<file path="src/rtl/spi_cm_pkg.sv">
package spi_cm_pkg;
  typedef enum logic [2:0] {
    ST_IDLE,
    ST_LEAD_Z,
    ST_LEAD_D,
    ST_HIGH,
    ST_LOW,
    ST_TRAIL
  } spi_cm_state_t;
endpackage

</file>
<file path="src/rtl/spi_cm_phase_len.sv">
module spi_cm_phase_len #(
  parameter int DIV_W = 8
) (
  input  logic             clk,
  input  logic             rst_n,
  input  logic [DIV_W-1:0] div_sel,
  output logic [DIV_W-1:0] lo_len,
  output logic [DIV_W-1:0] hi_len
);
  localparam int EXT_W = DIV_W + 1;

  logic [EXT_W-1:0] eff;
  logic [EXT_W-1:0] lo_x;
  logic [EXT_W-1:0] hi_x;

  always_comb begin
    eff  = (div_sel == '0) ? EXT_W'(1) : {1'b0, div_sel};
    lo_x = (eff + EXT_W'(1)) >> 1;
    hi_x = eff + EXT_W'(1) - lo_x;
  end

  assign lo_len = lo_x[DIV_W-1:0];
  assign hi_len = hi_x[DIV_W-1:0];

  // the two phases add up to one bit period
  a_r1_period_sum: assert property (@(posedge clk) disable iff (!rst_n)
    ({1'b0, lo_len} + {1'b0, hi_len}) == (eff + EXT_W'(1)));
  // high phase never shorter than low phase and at most one longer
  a_r3_phase_skew: assert property (@(posedge clk) disable iff (!rst_n)
    (hi_len >= lo_len) && (hi_len - lo_len <= DIV_W'(1)));
endmodule

</file>
<file path="src/rtl/spi_cm_shifter.sv">
module spi_cm_shifter #(
  parameter int WORD_W = 8
) (
  input  logic              clk,
  input  logic              rst_n,
  input  logic              load,
  input  logic [WORD_W-1:0] load_word,
  input  logic              shift,
  input  logic              sample,
  input  logic              miso,
  output logic              mosi,
  output logic [WORD_W-1:0] rx_word
);
  localparam int SC_W = $clog2(WORD_W + 1) + 1;

  logic [WORD_W-1:0] tx_sh;
  logic [WORD_W-1:0] rx_sh;
  logic [SC_W-1:0]   n_samp;

  always_ff @(posedge clk or negedge rst_n) begin
    if (!rst_n) begin
      tx_sh  <= '0;
      rx_sh  <= '0;
      n_samp <= '0;
    end else begin
      if (load) begin
        tx_sh  <= load_word;
        n_samp <= '0;
      end else if (shift) begin
        tx_sh <= {tx_sh[WORD_W-2:0], 1'b0};
      end
      if (sample) begin
        rx_sh  <= {rx_sh[WORD_W-2:0], miso};
        n_samp <= n_samp + SC_W'(1);
      end
    end
  end

  assign mosi    = tx_sh[WORD_W-1];
  assign rx_word = rx_sh;

  // never more than WORD_W samples in one transfer
  a_r6_sample_count: assert property (@(posedge clk) disable iff (!rst_n)
    n_samp <= SC_W'(WORD_W));
  // loading and sampling never coincide
  a_r6_no_load_sample: assert property (@(posedge clk) disable iff (!rst_n)
    !(load && sample));
endmodule

</file>
<file path="src/rtl/spi_cm_seq.sv">
module spi_cm_seq
  import spi_cm_pkg::*;
#(
  parameter int WORD_W = 8,
  parameter int DIV_W  = 8
) (
  input  logic             clk,
  input  logic             rst_n,
  input  logic             tx_valid,
  input  logic [DIV_W-1:0] div,
  input  logic [DIV_W-1:0] lo_len,
  input  logic [DIV_W-1:0] hi_len,
  output logic [DIV_W-1:0] div_sel,
  output logic             load,
  output logic             shift,
  output logic             sample,
  output logic             done,
  output logic             ss_n,
  output logic             sclk,
  output logic             oe
);
  localparam int BC_W = (WORD_W > 1) ? $clog2(WORD_W) : 1;

  spi_cm_state_t    state;
  logic [DIV_W-1:0] cnt;
  logic [DIV_W-1:0] div_q;
  logic [BC_W-1:0]  bcnt;
  logic             tick;
  logic             last_bit;

  assign tick     = (cnt == '0);
  assign last_bit = (bcnt == BC_W'(WORD_W - 1));
  assign div_sel  = (state == ST_IDLE) ? div : div_q;
  assign load     = (state == ST_IDLE) && tx_valid;
  assign sample   = tick && ((state == ST_LEAD_D) || (state == ST_LOW));
  assign shift    = tick && (state == ST_HIGH) && !last_bit;
  assign ss_n     = (state == ST_IDLE);
  assign sclk     = (state == ST_HIGH);
  assign oe       = (state == ST_LEAD_D) || (state == ST_HIGH) || (state == ST_LOW);

  always_ff @(posedge clk or negedge rst_n) begin
    if (!rst_n) begin
      state <= ST_IDLE;
      cnt   <= '0;
      div_q <= '0;
      bcnt  <= '0;
      done  <= 1'b0;
    end else begin
      done <= 1'b0;
      unique case (state)
        ST_IDLE: if (tx_valid) begin
          div_q <= div;
          cnt   <= hi_len - DIV_W'(1);
          state <= ST_LEAD_Z;
        end
        ST_LEAD_Z: if (tick) begin
          cnt   <= lo_len - DIV_W'(1);
          state <= ST_LEAD_D;
        end else cnt <= cnt - DIV_W'(1);
        ST_LEAD_D: if (tick) begin
          cnt   <= hi_len - DIV_W'(1);
          bcnt  <= '0;
          state <= ST_HIGH;
        end else cnt <= cnt - DIV_W'(1);
        ST_HIGH: if (tick) begin
          cnt   <= lo_len - DIV_W'(1);
          bcnt  <= bcnt + BC_W'(1);
          state <= last_bit ? ST_TRAIL : ST_LOW;
        end else cnt <= cnt - DIV_W'(1);
        ST_LOW: if (tick) begin
          cnt   <= hi_len - DIV_W'(1);
          state <= ST_HIGH;
        end else cnt <= cnt - DIV_W'(1);
        ST_TRAIL: if (tick) begin
          done  <= 1'b1;
          state <= ST_IDLE;
        end else cnt <= cnt - DIV_W'(1);
        default: state <= ST_IDLE;
      endcase
    end
  end

  // clock stays low while select is inactive
  a_r4_no_clock_idle: assert property (@(posedge clk) disable iff (!rst_n)
    ss_n |-> !sclk);
  // a taken word pulls select low on the next cycle
  a_r4_select_follows_accept: assert property (@(posedge clk) disable iff (!rst_n)
    load |=> !ss_n);
  // data drive only inside an active select window
  a_r7_oe_in_select: assert property (@(posedge clk) disable iff (!rst_n)
    oe |-> !ss_n);
  // done is a single-cycle strobe coinciding with select release
  a_r10_done_pulse: assert property (@(posedge clk) disable iff (!rst_n)
    done |=> !done);
  a_r10_done_at_release: assert property (@(posedge clk) disable iff (!rst_n)
    done |-> (ss_n && !$past(ss_n)));
  // R12-style latch check for R9: divider copy is stable while busy
  a_r9_div_held: assert property (@(posedge clk) disable iff (!rst_n)
    (!ss_n && !$past(ss_n)) |-> $stable(div_q));
endmodule

</file>
<file path="src/rtl/spi_clkstop_master.sv">
module spi_clkstop_master #(
  parameter int WORD_W = 8,
  parameter int DIV_W  = 8
) (
  input  logic              clk,
  input  logic              rst_n,
  input  logic [DIV_W-1:0]  div,
  input  logic              tx_valid,
  output logic              tx_ready,
  input  logic [WORD_W-1:0] tx_data,
  output logic              rx_valid,
  output logic [WORD_W-1:0] rx_data,
  output logic              ss_n,
  output logic              sclk,
  output logic              mosi,
  output logic              mosi_oe,
  input  logic              miso
);
  logic [DIV_W-1:0] div_sel;
  logic [DIV_W-1:0] lo_len;
  logic [DIV_W-1:0] hi_len;
  logic             load;
  logic             shift;
  logic             sample;

  spi_cm_phase_len #(.DIV_W(DIV_W)) u_len (
    .clk     (clk),
    .rst_n   (rst_n),
    .div_sel (div_sel),
    .lo_len  (lo_len),
    .hi_len  (hi_len)
  );

  spi_cm_seq #(.WORD_W(WORD_W), .DIV_W(DIV_W)) u_seq (
    .clk      (clk),
    .rst_n    (rst_n),
    .tx_valid (tx_valid),
    .div      (div),
    .lo_len   (lo_len),
    .hi_len   (hi_len),
    .div_sel  (div_sel),
    .load     (load),
    .shift    (shift),
    .sample   (sample),
    .done     (rx_valid),
    .ss_n     (ss_n),
    .sclk     (sclk),
    .oe       (mosi_oe)
  );

  spi_cm_shifter #(.WORD_W(WORD_W)) u_shf (
    .clk       (clk),
    .rst_n     (rst_n),
    .load      (load),
    .load_word (tx_data),
    .shift     (shift),
    .sample    (sample),
    .miso      (miso),
    .mosi      (mosi),
    .rx_word   (rx_data)
  );

  assign tx_ready = ss_n;

  // a word offered while busy leaves select low the next cycle
  a_r9_busy_ignored: assert property (@(posedge clk) disable iff (!rst_n)
    (tx_valid && !tx_ready) |=> (!ss_n || rx_valid));
endmodule

</file>
<file path="config.mk">
export PLATFORM = sky130hd
export DESIGN_NAME = spi_clkstop_master
export DESIGN_NICKNAME = d
export VERILOG_FILES = /design/src/rtl/spi_cm_pkg.sv /design/src/rtl/spi_cm_phase_len.sv /design/src/rtl/spi_cm_shifter.sv /design/src/rtl/spi_cm_seq.sv /design/src/rtl/spi_clkstop_master.sv
export SDC_FILE = /design/constraint.sdc
export NUM_CORES = 1
export LEC_CHECK = 0
export ABC_AREA = 1
export BUFFER_PORTS_ARGS = -buffer_cell sky130_fd_sc_hd__buf_2
export CAP_MARGIN = 30
export CORE_ASPECT_RATIO = 1.2
export CORE_MARGIN = 4
export CORE_UTILIZATION = 55
export DETAILED_ROUTE_END_ITERATION = 8
export PLACE_DENSITY = 0.88
export SLEW_MARGIN = 30
export SYNTH_ARGS = -nofsm -noshare
export SYNTH_HDL_FRONTEND = slang
export SYNTH_HIERARCHICAL = 1
export SYNTH_SLANG_ARGS = --single-unit
</file>
<file path="constraint.sdc">
create_clock -name clk -period 7.5 [get_ports clk]
set_clock_uncertainty 0.1 [all_clocks]
set_input_delay 1.5 -clock clk [delete_from_list [all_inputs] [get_ports clk]]
set_output_delay 1.5 -clock clk [all_outputs]
set_load 0.1 [all_outputs]
</file>
# After elaboration in Yosys (flattened, before gate mapping)
# Index checks and enable logic that the tools add are counted.
# word_totals
ff_bits	39
inputBits	20
wordCells	66
# classes
addsub	6
n_eq_ne	13
muxes	20
n_reduce_logical	20
# ops
operator	count
two-way mux 8 bit	8
case mux 8 bit (4 select lines)	1
subtractor 8 x 1 -> 8 bit (second input constant)	3
two-way mux 3 bit	6
logical NOT 8 bit	2
case mux 3 bit (5 select lines)	1
!= test 2 x 1 -> 1 bit (second input constant)	5
adder 8 x 1 -> 9 bit (second input constant)	1
== test 3 bit (second input constant)	3
subtractor 8 bit	1
== test 3 x 2 -> 1 bit (second input constant)	2
case mux 3 bit (2 select lines)	1
AND reduction 3 bit	2
AND reduction 5 bit	1
logical AND 1 bit	4
!= test 2 bit (second input constant)	2
nonzero test 2 bit	2
nonzero test 4 bit	1
OR reduction 2 bit	2
adder 3 x 1 -> 3 bit (second input constant)	1
== test 3 x 1 -> 1 bit (second input constant)	1
logical NOT 3 bit	1
logical OR 1 bit	3
two-way mux 1 bit	3
2 further kinds	2

# Longest topological paths before layout
# Gate-level depths: netlist of the first run.
# logic_depth
ltp_word	9
depth_mapped	29
ltp_nobuf	28

# By module
# Netlist of the first run, hierarchy kept.
# by_module_without_submodules
module	instances	cells_each	area_per_inst_um2
spi_cm_seq	1	271	1851.8
spi_cm_shifter	1	73	676.9
spi_cm_phase_len	1	100	556.8
spi_clkstop_master	1	1	7.5

# Worst setup path before layout of the first run
# OpenSTA, ideal clock, no wires.
# synth_path
path_type	register to register
start	register u_seq.state[1]
end	register u_seq.cnt[7]
t_arrival_ps	4425
required_ps	7284
slack_ps	2859
path_stages_with_launch	29
path_buffers	1
path_cell_list	dfrtp_1 > nor3_4 > inv_2 > clkbuf_1 > o21ai_0 > nor4_1 > a31oi_1 > inv_1 > ha_1 > inv_1 > nand2_4 > nand2_2 > inv_1 > ha_1 > inv_1 > nand2_1 > nand2_1 > nand2_1 > xor2_1 > inv_1 > nand2_1 > nor2_1 > nand3_1 > nand2_1 > nand2_1 > o21ai_2 > inv_2 > nand2_1 > nand2_1
# synth_between
elab_chain_cells	9
elab_cells_between_ends	23
# synth_rtl
element	line_no	text
start, declared	spi_cm_seq.sv:24	spi_cm_state_t state;
start signal, assigned	spi_cm_seq.sv:68	state <= last_bit ? ST_TRAIL : ST_LOW;
logical NOT 3 bit *	n/a	
via ss_n	spi_clkstop_master.sv:13	output logic ss_n,
two-way mux 8 bit *	spi_cm_seq.sv:33	assign div_sel = (state == ST_IDLE) ? div : div_q;
via div_sel[1]	spi_clkstop_master.sv:19	logic [DIV_W-1:0] div_sel;
logical NOT 8 bit	spi_cm_phase_len.sv:17	eff = (div_sel == '0) ? EXT_W'(1) : {1'b0, div_sel};
two-way mux 8 bit *	spi_cm_phase_len.sv:17	
adder 8 x 1 -> 9 bit *	spi_cm_phase_len.sv:18	lo_x = (eff + EXT_W'(1)) >> 1;
via lo_len[0]	spi_clkstop_master.sv:20	logic [DIV_W-1:0] lo_len;
subtractor 8 bit *	spi_cm_phase_len.sv:19	hi_x = eff + EXT_W'(1) - lo_x;
via hi_len[4]	spi_clkstop_master.sv:21	logic [DIV_W-1:0] hi_len;
subtractor 8 x 1 -> 8 bit *	spi_cm_seq.sv:53, spi_cm_seq.sv:61, spi_cm_seq.sv:71	
two-way mux 8 bit, on equally long branches	spi_cm_seq.sv:60, spi_cm_seq.sv:70, spi_cm_seq.sv:51	
case mux 8 bit (4 select lines) *	spi_cm_seq.sv:50	unique case (state)
end signal, assigned	spi_cm_seq.sv:53	cnt <= hi_len - DIV_W'(1);
end signal, assigned	spi_cm_seq.sv:61	cnt <= hi_len - DIV_W'(1);
end signal, assigned	spi_cm_seq.sv:71	cnt <= hi_len - DIV_W'(1);
end, declared	spi_cm_seq.sv:25	logic [DIV_W-1:0] cnt;
# The timed path passes the listed nets; every way through them passes the cells marked *. The select of a mux whose other input is x is not followed.
# A chain may end at the register's enable or synchronous reset.

# Worst setup path after layout of the first run
# layout_path
start	input port div[1]
end	register u_seq.cnt[7]
# layout_between
elab_chain_cells	8
elab_cells_between_ends	11
# layout_rtl
element	line_no	text
start, declared	spi_clkstop_master.sv:7	input logic [DIV_W-1:0] div,
two-way mux 8 bit *	spi_cm_seq.sv:33	
via div_sel[1]	spi_clkstop_master.sv:19	
logical NOT 8 bit	spi_cm_phase_len.sv:17	
two-way mux 8 bit *	spi_cm_phase_len.sv:17	
adder 8 x 1 -> 9 bit *	spi_cm_phase_len.sv:18	
via lo_len[0]	spi_clkstop_master.sv:20	
subtractor 8 bit *	spi_cm_phase_len.sv:19	
via hi_len[4]	spi_clkstop_master.sv:21	
subtractor 8 x 1 -> 8 bit *	spi_cm_seq.sv:53, spi_cm_seq.sv:61, spi_cm_seq.sv:71	
two-way mux 8 bit, on equally long branches	spi_cm_seq.sv:60, spi_cm_seq.sv:70, spi_cm_seq.sv:51	
case mux 8 bit (4 select lines) *	spi_cm_seq.sv:50	
# Marks and branches as above.

==> results, run 1 <==
- The worst setup path is launched from a primary input.
- The met1 usage is roughly 22%.
- In this run, the number of DRC markers left after iteration 0 of detailed routing was around 170.
- The tree is rooted in a sky130_fd_sc_hd__clkbuf_8.
- The critical path starts at div[1].
- The TritonCTS clock tree is done.
- The reg2reg setup slack is 3.17 ns.
- The post-detailed-route via-to-cell ratio is about 5.4.
- Counting flops with an async set or reset pin after synthesis yields a share of 100%.
- The post-cts gate resize count is 0.
- The portion of the clock cycle consumed by the worst path in the final layout is 61.9%.
- The startpoint of the lowest-slack register-to-register path is u_seq/state[1].
- Counting every net in the synthesized netlist gives between 400 and 500.
- The number of max-capacitance violations reported is 0.
- The maximum number of pins on one net before global-route repair is 40.
- The clock period could shrink to approximately 4.6 ns.
- After synthesis the cells add up to just over 3000 sq um.
- After global routing, the most crowded layer is met2.
- Global routing consumed, over all layers together, between 15 and 20% of the routing resources.
- The number of synthesis warnings is 6.
- Setup repair after global routing left no endpoint under its margin.
- Global routing used 3.80% of the available met3 tracks.
- The type of the worst min-delay path is flop to flop.
- After routing, the total negative slack on setup checks comes to 0 ns.
- The final max-slew violation count is 0.
- The aggregate routed wire length is a little under 7000 um.
- After filler insertion, the fill cell instance count of the layout stands at around 470.
- The remaining max-slew budget at the tightest pin is between 40% and 50%.
- The sequential element share of the synthesized area is between 30% and 40%.
- The number of hold-slack violations in the final timing report is 0.
- The unique cell type count in the Yosys netlist is 39.
- The net total in the final layout is ~500.
- The critical path endpoint is u_seq/cnt[7].
- In this run the post-CTS setup repair buffer count came out at 0.
- In this run the number of H-tree levels came out at 2.
- The maximum fanout count along the critical path is 5.
- Setup violations remaining at the end of the flow were counted as 0.
- The count of TritonRoute iterations in the first routing pass is 5.
- The critical setup path kind is primary input to flop.
- The initial antenna violation count was 0.
- Clock-pin slew was measured on the worst setup and hold paths at about 0.08 ns.
- In the layout the commonest cells are sky130_fd_sc_hd__nand2_1 (120), sky130_fd_sc_hd__inv_1 (69), sky130_fd_sc_hd__nand3_1 (39), sky130_fd_sc_hd__dfrtp_1 (39), sky130_fd_sc_hd__buf_2 (33).
- The flow ran to the end, and the final reports show no timing, DRC or antenna violations.
- The maximum clock insertion buffer count is 2.
- The number of flops mapped to enable cells by yosys is 0.
- The arrival time at the worst endpoint is around 4.7 ns.
- The area growth from synthesis to layout is 8.74%.
- The first global-routing pass estimated roughly 12000 um of wire.
- Measured along the y axis, the die boundary spans between 90 and 100 um.
- The clock latency on the worst-skew pair is just under 0.3 ns.
- The starting utilization of the core area is roughly 58%.
- The most common flop cell mapped by yosys is sky130_fd_sc_hd__dfrtp_1.
- A synthesized cell averages between 6 and 7 sq um.
- 34 I/O pins were placed.
- The number of cells traversed by the worst register-to-register path is 27.
- The die covers roughly 6900 sq um.
- The final antenna diode count is 0.
- The post-cts hold buffer count is 0.
- In this run the critical register-to-register path is captured at u_seq/cnt[7].
- The HPWL after detailed placement is roughly 5300 um.
- The number of synthesized register bits is 39.
- The total area inside the core boundary comes to between 5000 and 6000 sq um.
- Summed over all layers, the global routing overflow is 0.
- The number of instances in the synthesized netlist is approximately 450.
- The count of buffers added on input and output ports is 33.
- The top achievable clock speed is 215 MHz.
- The number of remaining DRC errors is 0.
- The number of clock sinks is 39.
- The die is 76.5 um wide.
- The initialized floorplan defines 29 standard-cell rows.
- After detailed routing, the average wire length per cell comes to 12.4 um.
- The data required time at the worst endpoint is 7.59 ns.
- The slew of the pin with the lowest slew margin is 0.838 ns.
- The number of global-route vias before repair is between 2000 and 3000.
- The number of vias in the routed layout is 2906.
- Cells with a size suffix above 1 make up a little under a fifth of the layout.
- The worst setup path is captured at a flop.
- At the end of routability-driven placement, the weighted congestion stood at approximately 0.97.
- Buffers inserted during clock tree synthesis total 5.
- The post-layout utilization of the core is ~63%.
- The most common cell after layout, fill and taps aside is sky130_fd_sc_hd__nand2_1.
- The count of antenna-violating nets left after detailed routing is 0.
- Global routing consumed, on the met2 layer, a little over a third of the routing resources.
## kinds of logic after synthesis
group,after synthesis,synth area share (%)
AO/OA/AOI/OAI,62,11.3
XOR/XNOR,13,3.68
adder cells (fa/ha/maj),13,5.26
buffers and inverters,87,11.7
flip-flops,39,31.6
AND/OR/NAND/NOR,231,36.5
## layout make-up
cell class	count	area, sq um	share of cell area (%)
clock buffers	6	72.6	2.16
multi-input cells	319	1760	52.2
clock inverters	2	12.5	0.372
inverters	80	303	9.00
well taps	62	77.6	2.31
flip-flops and latches	39	976	29.0
repair buffers	33	165	4.91
## synthesized netlist by cell type (2+ instances only)
| master | count | area share, % |
|---|---|---|
| sky130_fd_sc_hd__nand4_1 | 2 | 0.40 |
| sky130_fd_sc_hd__nor2_1 | 29 | 3.5 |
| sky130_fd_sc_hd__a32o_1 | 2 | 0.65 |
| sky130_fd_sc_hd__nand3b_1 | 3 | 0.73 |
| sky130_fd_sc_hd__a21boi_1 | 3 | 0.73 |
| sky130_fd_sc_hd__xor2_1 | 11 | 3.1 |
| sky130_fd_sc_hd__nor3_1 | 2 | 0.32 |
| sky130_fd_sc_hd__o21ai_1 | 13 | 2.1 |
| sky130_fd_sc_hd__nand2_1 | 120 | 15 |
| sky130_fd_sc_hd__dfrtp_1 | 39 | 32 |
| sky130_fd_sc_hd__buf_4 | 2 | 0.49 |
| sky130_fd_sc_hd__inv_2 | 10 | 1.2 |
| sky130_fd_sc_hd__ha_1 | 13 | 5.3 |
| sky130_fd_sc_hd__nand2_4 | 3 | 1.1 |
| sky130_fd_sc_hd__xnor2_1 | 2 | 0.57 |
| sky130_fd_sc_hd__nand3_4 | 2 | 1.1 |
| sky130_fd_sc_hd__nor2_2 | 4 | 0.81 |
| sky130_fd_sc_hd__nand3_2 | 4 | 1.3 |
| sky130_fd_sc_hd__buf_6 | 3 | 1.1 |
| sky130_fd_sc_hd__nor2_4 | 5 | 1.8 |
| sky130_fd_sc_hd__nand2_2 | 13 | 2.6 |
| sky130_fd_sc_hd__o21ai_0 | 22 | 3.6 |
| sky130_fd_sc_hd__inv_1 | 69 | 8.4 |
| sky130_fd_sc_hd__a21oi_1 | 14 | 2.3 |
| sky130_fd_sc_hd__a31oi_1 | 3 | 0.61 |
| sky130_fd_sc_hd__nand3_1 | 39 | 6.3 |
## how the worst min path moves through the flow
| stage | start | endpoint | depth (start not counted) |
|---|---|---|---|
| after floorplan | u_shf/tx_sh[0] | u_shf/tx_sh[0] | 2 |
| after global placement | u_shf/tx_sh[0] | u_shf/tx_sh[0] | 2 |
| after detailed placement | u_shf/tx_sh[7] | u_shf/tx_sh[7] | 2 |
| after CTS | u_shf/tx_sh[7] | u_shf/tx_sh[7] | 2 |
| after global routing | u_seq/div_q[5] | u_seq/div_q[5] | 2 |
| final | u_shf/tx_sh[7] | u_shf/tx_sh[7] | 2 |
## sequential cells by signal, summed over array words and instances (netlist names)
signal,cells
u_shf/rx_word,8
u_seq/bcnt,3
u_shf/tx_sh,8
u_seq/div_q,8
u_seq/done,1
u_seq/cnt,8
u_seq/state,3
## layer usage
metal  share of wire, %  wire [um]  up-vias
met3                4.3        289       19
met2                 52       3500       81
met4                2.6        178        0
li1                   -          -     1470
met5                  0          0        -
met1                 41       2760     1336
## worst max-delay path: stages
cell and delay [ns]:
sky130_fd_sc_hd__buf_2 0.07, sky130_fd_sc_hd__inv_1 0.03, sky130_fd_sc_hd__o21ai_0 0.39, sky130_fd_sc_hd__nor4_1 0.16, sky130_fd_sc_hd__a31oi_1 0.27, sky130_fd_sc_hd__inv_1 0.08, sky130_fd_sc_hd__ha_1 0.31, sky130_fd_sc_hd__inv_1 0.18
sky130_fd_sc_hd__nand2_4 0.07, sky130_fd_sc_hd__nand2_2 0.07, sky130_fd_sc_hd__inv_1 0.05, sky130_fd_sc_hd__ha_1 0.18, sky130_fd_sc_hd__inv_1 0.05, sky130_fd_sc_hd__nand2_1 0.09, sky130_fd_sc_hd__nand2_1 0.08, sky130_fd_sc_hd__nand2_1 0.06
sky130_fd_sc_hd__xor2_1 0.14, sky130_fd_sc_hd__inv_1 0.08, sky130_fd_sc_hd__nand2_1 0.07, sky130_fd_sc_hd__nor2_1 0.23, sky130_fd_sc_hd__nand3_1 0.12, sky130_fd_sc_hd__nand2_1 0.09, sky130_fd_sc_hd__nand2_1 0.08, sky130_fd_sc_hd__nand2_1 0.08
sky130_fd_sc_hd__nand3_1 0.09, sky130_fd_sc_hd__nand2_1 0.06, sky130_fd_sc_hd__nand2_1 0.04
## per-stage QoR
stage | area (sq um) | hold WS (ns) | std cells | worst slack [ns]
3_3_place_gp | 3280 | 0.356 | 533 | 2.91
5_1_grt | 3360 | 0.423 | 541 | 2.53
2_1_floorplan | 3090 | 0.343 | 445 | 2.86
3_5_place_dp | 3280 | 0.370 | 533 | 2.67
6_report | 3360 | 0.387 | 541 | 2.86
4_1_cts | 3360 | 0.390 | 541 | 2.93
Power of run 1 is not shown: default switching activity piles up to over one toggle a cycle in this logic, so the estimate is an artifact.
==> run 2: changes to the inputs <==
Clock period 7.5 ns to 4.9 ns, I/O delays scaled along.
==> run 2 against run 1 <==
Effect of this change:
- sequential cell count unchanged
- die area unchanged
- clock-buffer cell count unchanged
- utilization did not move
- first-iteration DRC count up 7.7%
- register-to-register slack got worse by 2.5 ns
- sequential share of layout area unchanged
- critical path type is now flop to flop
==> results, run 2 (synthesized netlist as in run 1, its figures left out) <==
- Setup violations remaining at the end of the flow were counted as 0.
- Dividing the final minimum period by the clock period gives between 80% and 90%.
- For this block, the via count after detailed routing is roughly 2900.
- The aggregate routed wire length is 6770 um.
- The H-tree depth reported by CTS is 2.
- The endpoint type of the worst setup path is a flop.
- The start point of the worst hold path is u_shf/tx_sh[7].
- Hold is met by between 0.3 and 0.4 ns.
- The area growth from synthesis to layout is 8.74%.
- The post-detailed-route via-to-cell ratio is 5.38.
- The worst pin sits at a relative slew slack of 43.5%.
- At the pin with the least slew margin, the transition time is approximately 0.85 ns.
- After global routing the overflow that remains totals 0.
- In the final layout, the share of cells above drive strength 1 is a little under a fifth.
- The end of the worst register-to-register path is u_seq/cnt[7].
- In the global route stage, overall resource usage came out at between 10% and 20%.
- Counting instances, the worst hold path has a depth of 2.
- The startpoint identified for the worst register-to-register timing path is u_seq/state[1].
- The number of global-route vias before repair is 2748.
- The die outline area is 6890 sq um.
- The count of input and output buffers is 33.
- The count of antenna-violating nets left after detailed routing is 0.
- The largest stage delay on the critical path is 0.49 ns.
- In the final routed layout, each cell accounts on average for approximately 13 um.
- The endpoint of the worst hold path is u_shf/tx_sh[7].
- The floorplan die height is roughly 90 um.
- The number of remaining DRC errors is 0.
- The met3 track demand over resource is 3.60%.
- The worst register-to-register path has a depth of 27.
- Leaving out fill and tap cells, the most frequent cells in the layout are sky130_fd_sc_hd__nand2_1 (120), sky130_fd_sc_hd__inv_1 (69), sky130_fd_sc_hd__nand3_1 (39), sky130_fd_sc_hd__dfrtp_1 (39), sky130_fd_sc_hd__buf_2 (33).
- The flow ran to the end, and the final reports show no timing, DRC or antenna violations.
- The placeable core area is 5370 sq um.
- The HPWL after detailed placement is between 5000 and 6000 um.
- After the last flow step, the layout net total stands at ~510.
- Leaving out fill and tap cells, the most frequent cell in the layout is sky130_fd_sc_hd__nand2_1.
- In this run, post-CTS repair resized a total of 0 instances.
- The arrival time at the worst endpoint is 4.33 ns.
- The layer flagged by global routing as most heavily used is met2.
- The minimum period implied by the final worst setup slack is ~4.2 ns.
- The DRC marker count from the first detailed-route iteration is ~180.
- The initial antenna violation count is 0.
- The maximum number of pins on one net before global-route repair is 40.
- The reg2reg setup slack is between 0.6 and 0.7 ns.
- The post-cts hold buffer count is 0.
- The number of max-capacitance violations reported is 0.
- The clock root buffer master is sky130_fd_sc_hd__clkbuf_8.
- 34 I/O pins were placed.
- For the final routed database, the setup TNS stands at 0 ns.
- The worst hold path belongs to the class flop to flop.
- Buffers inserted during clock tree synthesis total 5.
- After floorplanning, the core was divided into 29 placement rows.
- Counting along the longest clock path gives a buffer depth of 2.
- Setup repair after global routing left no endpoint under its margin.
- TritonCTS built the clock tree.
- For the worst setup path, the data required time is about 5 ns.
- In this design, the critical path's most frequently occurring cell is sky130_fd_sc_hd__nand2_1.
- Once routing completed, OpenROAD measured the worst setup slack at about 0.66 ns.
- Along the worst path, the maximum fanout reaches 17.
- The first detailed-routing pass took 6 iterations.
- The met1 usage is ~22%.
- Once the floorplan was initialized, standard cells occupied a little under three fifths of the core.
- Fill cells in the final layout number about 470.
- The global placer's final weighted congestion is a little under 1.
- 0 antenna diodes ended up in the layout.
- The critical setup path kind is flop to flop.
- The number of hold-slack violations in the final timing report is 0.
- The met2 global-route usage is between 30% and 40%.
- Based on the critical path, the design can be clocked at up to ~240 MHz.
- The post-layout utilization of the core is between 60% and 70%.
- The first global-routing pass estimated 11600 um of wire.
- The clock latency on the worst-skew pair is 0.29 ns.
- The slowest stage of the critical path belongs to the cell sky130_fd_sc_hd__dfrtp_1.
- Buffers added to address setup during post-CTS repair amount to 0.
- Clock-pin slew was measured on the worst setup and hold paths at around 0.080 ns.
- Prior to clock tree synthesis, the placed netlist has a worst setup slack of a little under 0.6 ns.
- The final max-slew violation count is 0.
- STA classifies the critical path startpoint as a flop.
- Clock tree synthesis found a total of 39 sinks.
- The chip width is approximately 76 um.
-- run 2: cell counts in the layout (fill, tap and decap cells not counted) --
No cell type changed its count.
-- run 2: worst max-delay path: cells and delay by family, from the launching register on --
family | cells | cell delay [ns]
AND/OR/NAND/NOR | 16 | 1.63
AO/OA/AOI/OAI | 2 | 0.69
buffers and inverters | 6 | 0.62
flip-flops | 1 | 0.49
adder cells (fa/ha/maj) | 2 | 0.49
XOR/XNOR | 1 | 0.14
-- run 2: through the flow --
stage               instance area (sq um)  std cells
finish                               3360        541
global route                         3360        541
CTS                                  3360        541
detailed placement                   3280        533
global placement                     3280        533
floorplan                            3090        445
-- run 2: worst max-delay path by stage --
stage,slack (ns),startpoint,cells past startpoint,endpoint
6_report,0.66,u_seq/state[1],27,u_seq/cnt[7]
5_1_grt,0.22,u_seq/state[1],27,u_seq/cnt[7]
4_1_cts,0.66,u_seq/state[1],27,u_seq/cnt[7]
3_5_place_dp,0.60,div[1],27,u_seq/cnt[7]
3_3_place_gp,0.83,div[1],27,u_seq/cnt[7]
2_1_floorplan,0.26,u_seq/state[1],28,u_seq/cnt[7]
-- run 2: layout make-up --
| type | count | area, sq um | share of cell area, % |
|---|---|---|---|
| inverters | 80 | 303 | 9.00 |
| well taps | 62 | 77.6 | 2.31 |
| clock buffers | 6 | 72.6 | 2.16 |
| repair buffers | 33 | 165 | 4.91 |
| flip-flops and latches | 39 | 976 | 29.0 |
| multi-input cells | 319 | 1760 | 52.2 |
| clock inverters | 2 | 12.5 | 0.372 |
-- run 2: layer usage --
| metal | vias to the layer above | routed length (um) |
|---|---|---|
| li1 | 1466 | - |
| met1 | 1351 | 2790 |
| met2 | 82 | 3590 |
| met3 | 14 | 269 |
| met4 | 0 | 119 |
| met5 | - | 0 |
Power of run 2 is left out for the same reason.
==> run 3: changes to the inputs <==
Settings changed: ABC_AREA 1 to default, CORE_MARGIN 4 to 2, CTS_CLUSTER_DIAMETER from default to 50.
==> run 3 against run 2 <==
Effect of this change:
- setup slack worse by 0.45 ns
- cell count is 21% lower
- area after synthesis is 3.0% lower
- hold slack better by 0.013 ns
- wire length is 1.4% higher
==> results, run 3 <==
- TritonCTS built the clock tree.
- For this block, the initial DRC count from the detailed router was between 200 and 250.
- By count the netlist is led by sky130_fd_sc_hd__nand2_1 (52), sky130_fd_sc_hd__dfrtp_1 (39), sky130_fd_sc_hd__inv_1 (20), sky130_fd_sc_hd__o21ai_0 (16), sky130_fd_sc_hd__ha_1 (13).
- The number of standard-cell rows in the floorplan is 29.
- The sequential element share of the synthesized area is between 30% and 40%.
- Traced cell by cell, the critical path runs through or3_1 -> clkinvlp_4 -> nand2_1 -> nand2_1 -> and4_4 -> nand2_1 -> xnor2_2 -> inv_1 -> ha_1 -> nor2_1 -> mux2_2 -> a311oi_1 -> o311ai_2 -> or4_1 -> nor4_1 -> xor2_1 -> a22oi_1 -> o211ai_1.
- The top cell types in the final layout, fill and taps aside, are sky130_fd_sc_hd__nand2_1 (50), sky130_fd_sc_hd__dfrtp_1 (38), sky130_fd_sc_hd__buf_2 (32), sky130_fd_sc_hd__inv_1 (20), sky130_fd_sc_hd__o21ai_0 (16).
- After routing, the total negative slack on setup checks comes to 0 ns.
- Entering global routing, the biggest net connects 40 pins.
- In this run, CTS created clock tree buffers numbering 5.
- The count of TritonRoute iterations in the first routing pass is 6.
- The number of global-route vias before repair is about 2500.
- The unique cell type count in the Yosys netlist is between 60 and 70.
- The number of filler cells placed in the layout is slightly above 400.
- The largest individual stage delay along the critical path comes from the cell sky130_fd_sc_hd__dfrtp_2.
- The post-route netlist has between 20% and 30% of its cells at a drive strength greater than 1.
- The tightest min-delay check is of the flop to flop type.
- The synthesized netlist net count is ~360.
- The tool flagged a number of max-cap violations equal to 0.
- The number of hold-slack violations in the final timing report is 0.
- The flow ran to the end, and the final reports show no timing, DRC or antenna violations.
- The core region is approximately 5300 sq um.
- The remaining max-slew budget at the tightest pin is between 30 and 40%.
- The clock latency on the worst-skew pair is 0.30 ns.
- The slew of the pin with the lowest slew margin is between 0.9 and 1 ns.
- The cell count after synthesis came out at 330.
- The tree is rooted in a sky130_fd_sc_hd__clkbuf_8.
- The category of cells accounting for the largest share of critical-path delay is simple AND/OR/NAND/NOR gates.
- The total routing usage reported by global routing is between 20% and 30%.
- The largest stage delay on the critical path is 0.48 ns.
- The count of buffers added on input and output ports is 33.
- The post-detailed-route via-to-cell ratio is 6.16.
- The number of synthesis warnings is 6.
- At the end of the flow, the number of nets in the layout was 395.
- Static timing analysis puts the maximum clock frequency at around 210 MHz.
- The category of the worst setup path launch point is a flop.
- The remaining global-route overflow is 0.
- Dividing the detail-routed wire length by the instance count gives about 16 um.
- Of the available clock period, the critical path in the final layout requires 95.8%.
- The synthesized netlist occupies a cell area of around 3000 sq um.
- The number of buffers and inverters on the critical path is 2.
- The arrival time at the worst endpoint is 4.81 ns.
- Of all flip-flops after synthesis, the portion carrying an async set or reset was 100%.
- The most common cell in the synthesized netlist is sky130_fd_sc_hd__nand2_1.
- Detailed placement finished with a half-perimeter wire length of 5030 um.
- The biggest area contributor in the post-synthesis netlist is sky130_fd_sc_hd__dfrtp_1.
- The final max-slew violation count came to 0.
- Summed over its instances, the top area cell type makes up between 30% and 40% of the synthesized netlist area.
- The aggregate routed wire length is just under 7000 um.
- In the post-synthesis netlist, the biggest area contributors are sky130_fd_sc_hd__dfrtp_1 (33%), sky130_fd_sc_hd__nand2_1 (6.5%), sky130_fd_sc_hd__ha_1 (5.4%), sky130_fd_sc_hd__mux2_4 (4.0%), sky130_fd_sc_hd__mux2_2 (3.4%).
- The area growth from synthesis to layout is 10.3%.
- The data required time at the worst endpoint is around 5.0 ns.
- The number of antenna diodes in the final layout is 0.
- The average instance in the mapped netlist occupies slightly above 9 sq um.
- The final count of negative-setup-slack endpoints is 0.
- The number of vias in the routed layout is between 2000 and 3000.
- The count of antenna-violating nets left after detailed routing is 0.
- The die covers 6060 sq um.
- The starting utilization of the core area is a little under three fifths.
- In this run the deepest clock path goes through 2 buffers.
- The number of clock sinks is 39.
- The most common flop cell mapped by yosys is sky130_fd_sc_hd__dfrtp_1.
- The setup path with the least slack is of type flop to flop.
- The worst setup path is captured at a flop.
- The global placer's final weighted congestion is 0.875.
- Of all nets on the critical path, the largest fanout is 11.
- The initial antenna violation count is 0.
- For this run, design rule violations remaining after detail routing come to 0.
- 34 I/O pins were placed.
- The most common cell after layout, fill and taps aside is sky130_fd_sc_hd__nand2_1.
- The minimum period implied by the final worst setup slack is between 4 and 5 ns.
- The floorplan die height is approximately 85 um.
- The number of flops mapped to enable cells by yosys is 0.
- The chip width is 71.4 um.
- The clock edge transition at the registers on the reported setup and hold paths is approximately 0.080 ns.
- The clock tree synthesis step divided the H-tree into 2 levels.
- The number of synthesized register bits is 39.
- The cell occurring most often along the worst timing path is sky130_fd_sc_hd__nand2_1.
- The first global-routing pass estimated 11400 um of wire.
-- run 3: worst paths after layout --
| kind | start | endpoint | slack, ns | cells after the start |
|---|---|---|---|---|
| worst max-delay path | u_seq/state[1] | u_seq/cnt[7] | 0.21 | 18 |
| worst min-delay path | u_seq/bcnt[2] | u_seq/bcnt[2] | 0.40 | 2 |
| worst max register to register | u_seq/state[1] | u_seq/cnt[7] | 0.21 | 18 |
| worst min register to register | u_seq/bcnt[2] | u_seq/bcnt[2] | 0.40 | 2 |
| max in group asynchronous | rst_n | u_seq/state[1] | 3.79 | 1 |
| min in group asynchronous | rst_n | u_seq/cnt[3] | 0.55 | 1 |
-- run 3: per-layer routing --
metal	vias up	global-route usage [%]	part of all wire, %	routed length [um]
met5	-	0	0	0
met4	0	9.95	2.6	178
met3	14	3.68	5.1	351
met2	101	41.0	51	3540
met1	1246	27.1	41	2800
li1	1257	-	-	-
-- run 3: metrics by stage --
step                      area [sq um]  worst slack, ns  hold slack, ns  instances  utilization [%]
after global placement            3180            0.364           0.367        415             60.4
after global routing              3310          -0.0442           0.436        425             62.9
after floorplan                   3000            0.197           0.354        330                -
after detailed placement          3180            0.103           0.383        415             60.4
after CTS                         3270           0.0585           0.400        423             62.1
final                             3310            0.208           0.399        425             62.9
-- run 3: cells by family (layout without fill, tap and decap cells) --
family	count (synthesis)	in the layout	synth area share [%]
DFF	39	39	32.5
adders and majority gates	13	13	5.42
AOI/OAI and AO/OA	79	79	19.5
buffers and inverters	37	70	6.34
muxes	24	24	9.72
and+or+nand+nor	117	117	20.4
xor gates and xnor gates	21	21	6.13
-- run 3: repair_timing --
action,in CTS,in global routing
resized for setup,0,5
endpoints found under the setup margin,0,2
hold buffers,0,0
setup buffers,0,2
-- run 3: cell type report --
type                            count  area [sq um]  area share, %
Clock buffer                        5          68.8           2.08
Clock inverter                      3          20.0          0.605
Inverter                           22          86.3           2.61
Multi-Input combinational cell    254          1860           56.2
Sequential cell                    39           977           29.5
Tap cell                           62          77.6           2.34
Timing Repair Buffer               40           220           6.66
-- run 3: worst reg2reg max path: stages, from the launching register on --
cell and delay, ns:
sky130_fd_sc_hd__dfrtp_2 0.48, sky130_fd_sc_hd__or3_1 0.45, sky130_fd_sc_hd__clkinvlp_4 0.17, sky130_fd_sc_hd__nand2_1 0.07
sky130_fd_sc_hd__nand2_1 0.18, sky130_fd_sc_hd__and4_4 0.32, sky130_fd_sc_hd__nand2_1 0.12, sky130_fd_sc_hd__xnor2_2 0.26
sky130_fd_sc_hd__inv_1 0.07, sky130_fd_sc_hd__ha_1 0.38, sky130_fd_sc_hd__nor2_1 0.08, sky130_fd_sc_hd__mux2_2 0.27
sky130_fd_sc_hd__a311oi_1 0.28, sky130_fd_sc_hd__o311ai_2 0.18, sky130_fd_sc_hd__or4_1 0.47, sky130_fd_sc_hd__nor4_1 0.25
sky130_fd_sc_hd__xor2_1 0.20, sky130_fd_sc_hd__a22oi_1 0.11, sky130_fd_sc_hd__o211ai_1 0.18
Power of run 3 is left out for the same reason.
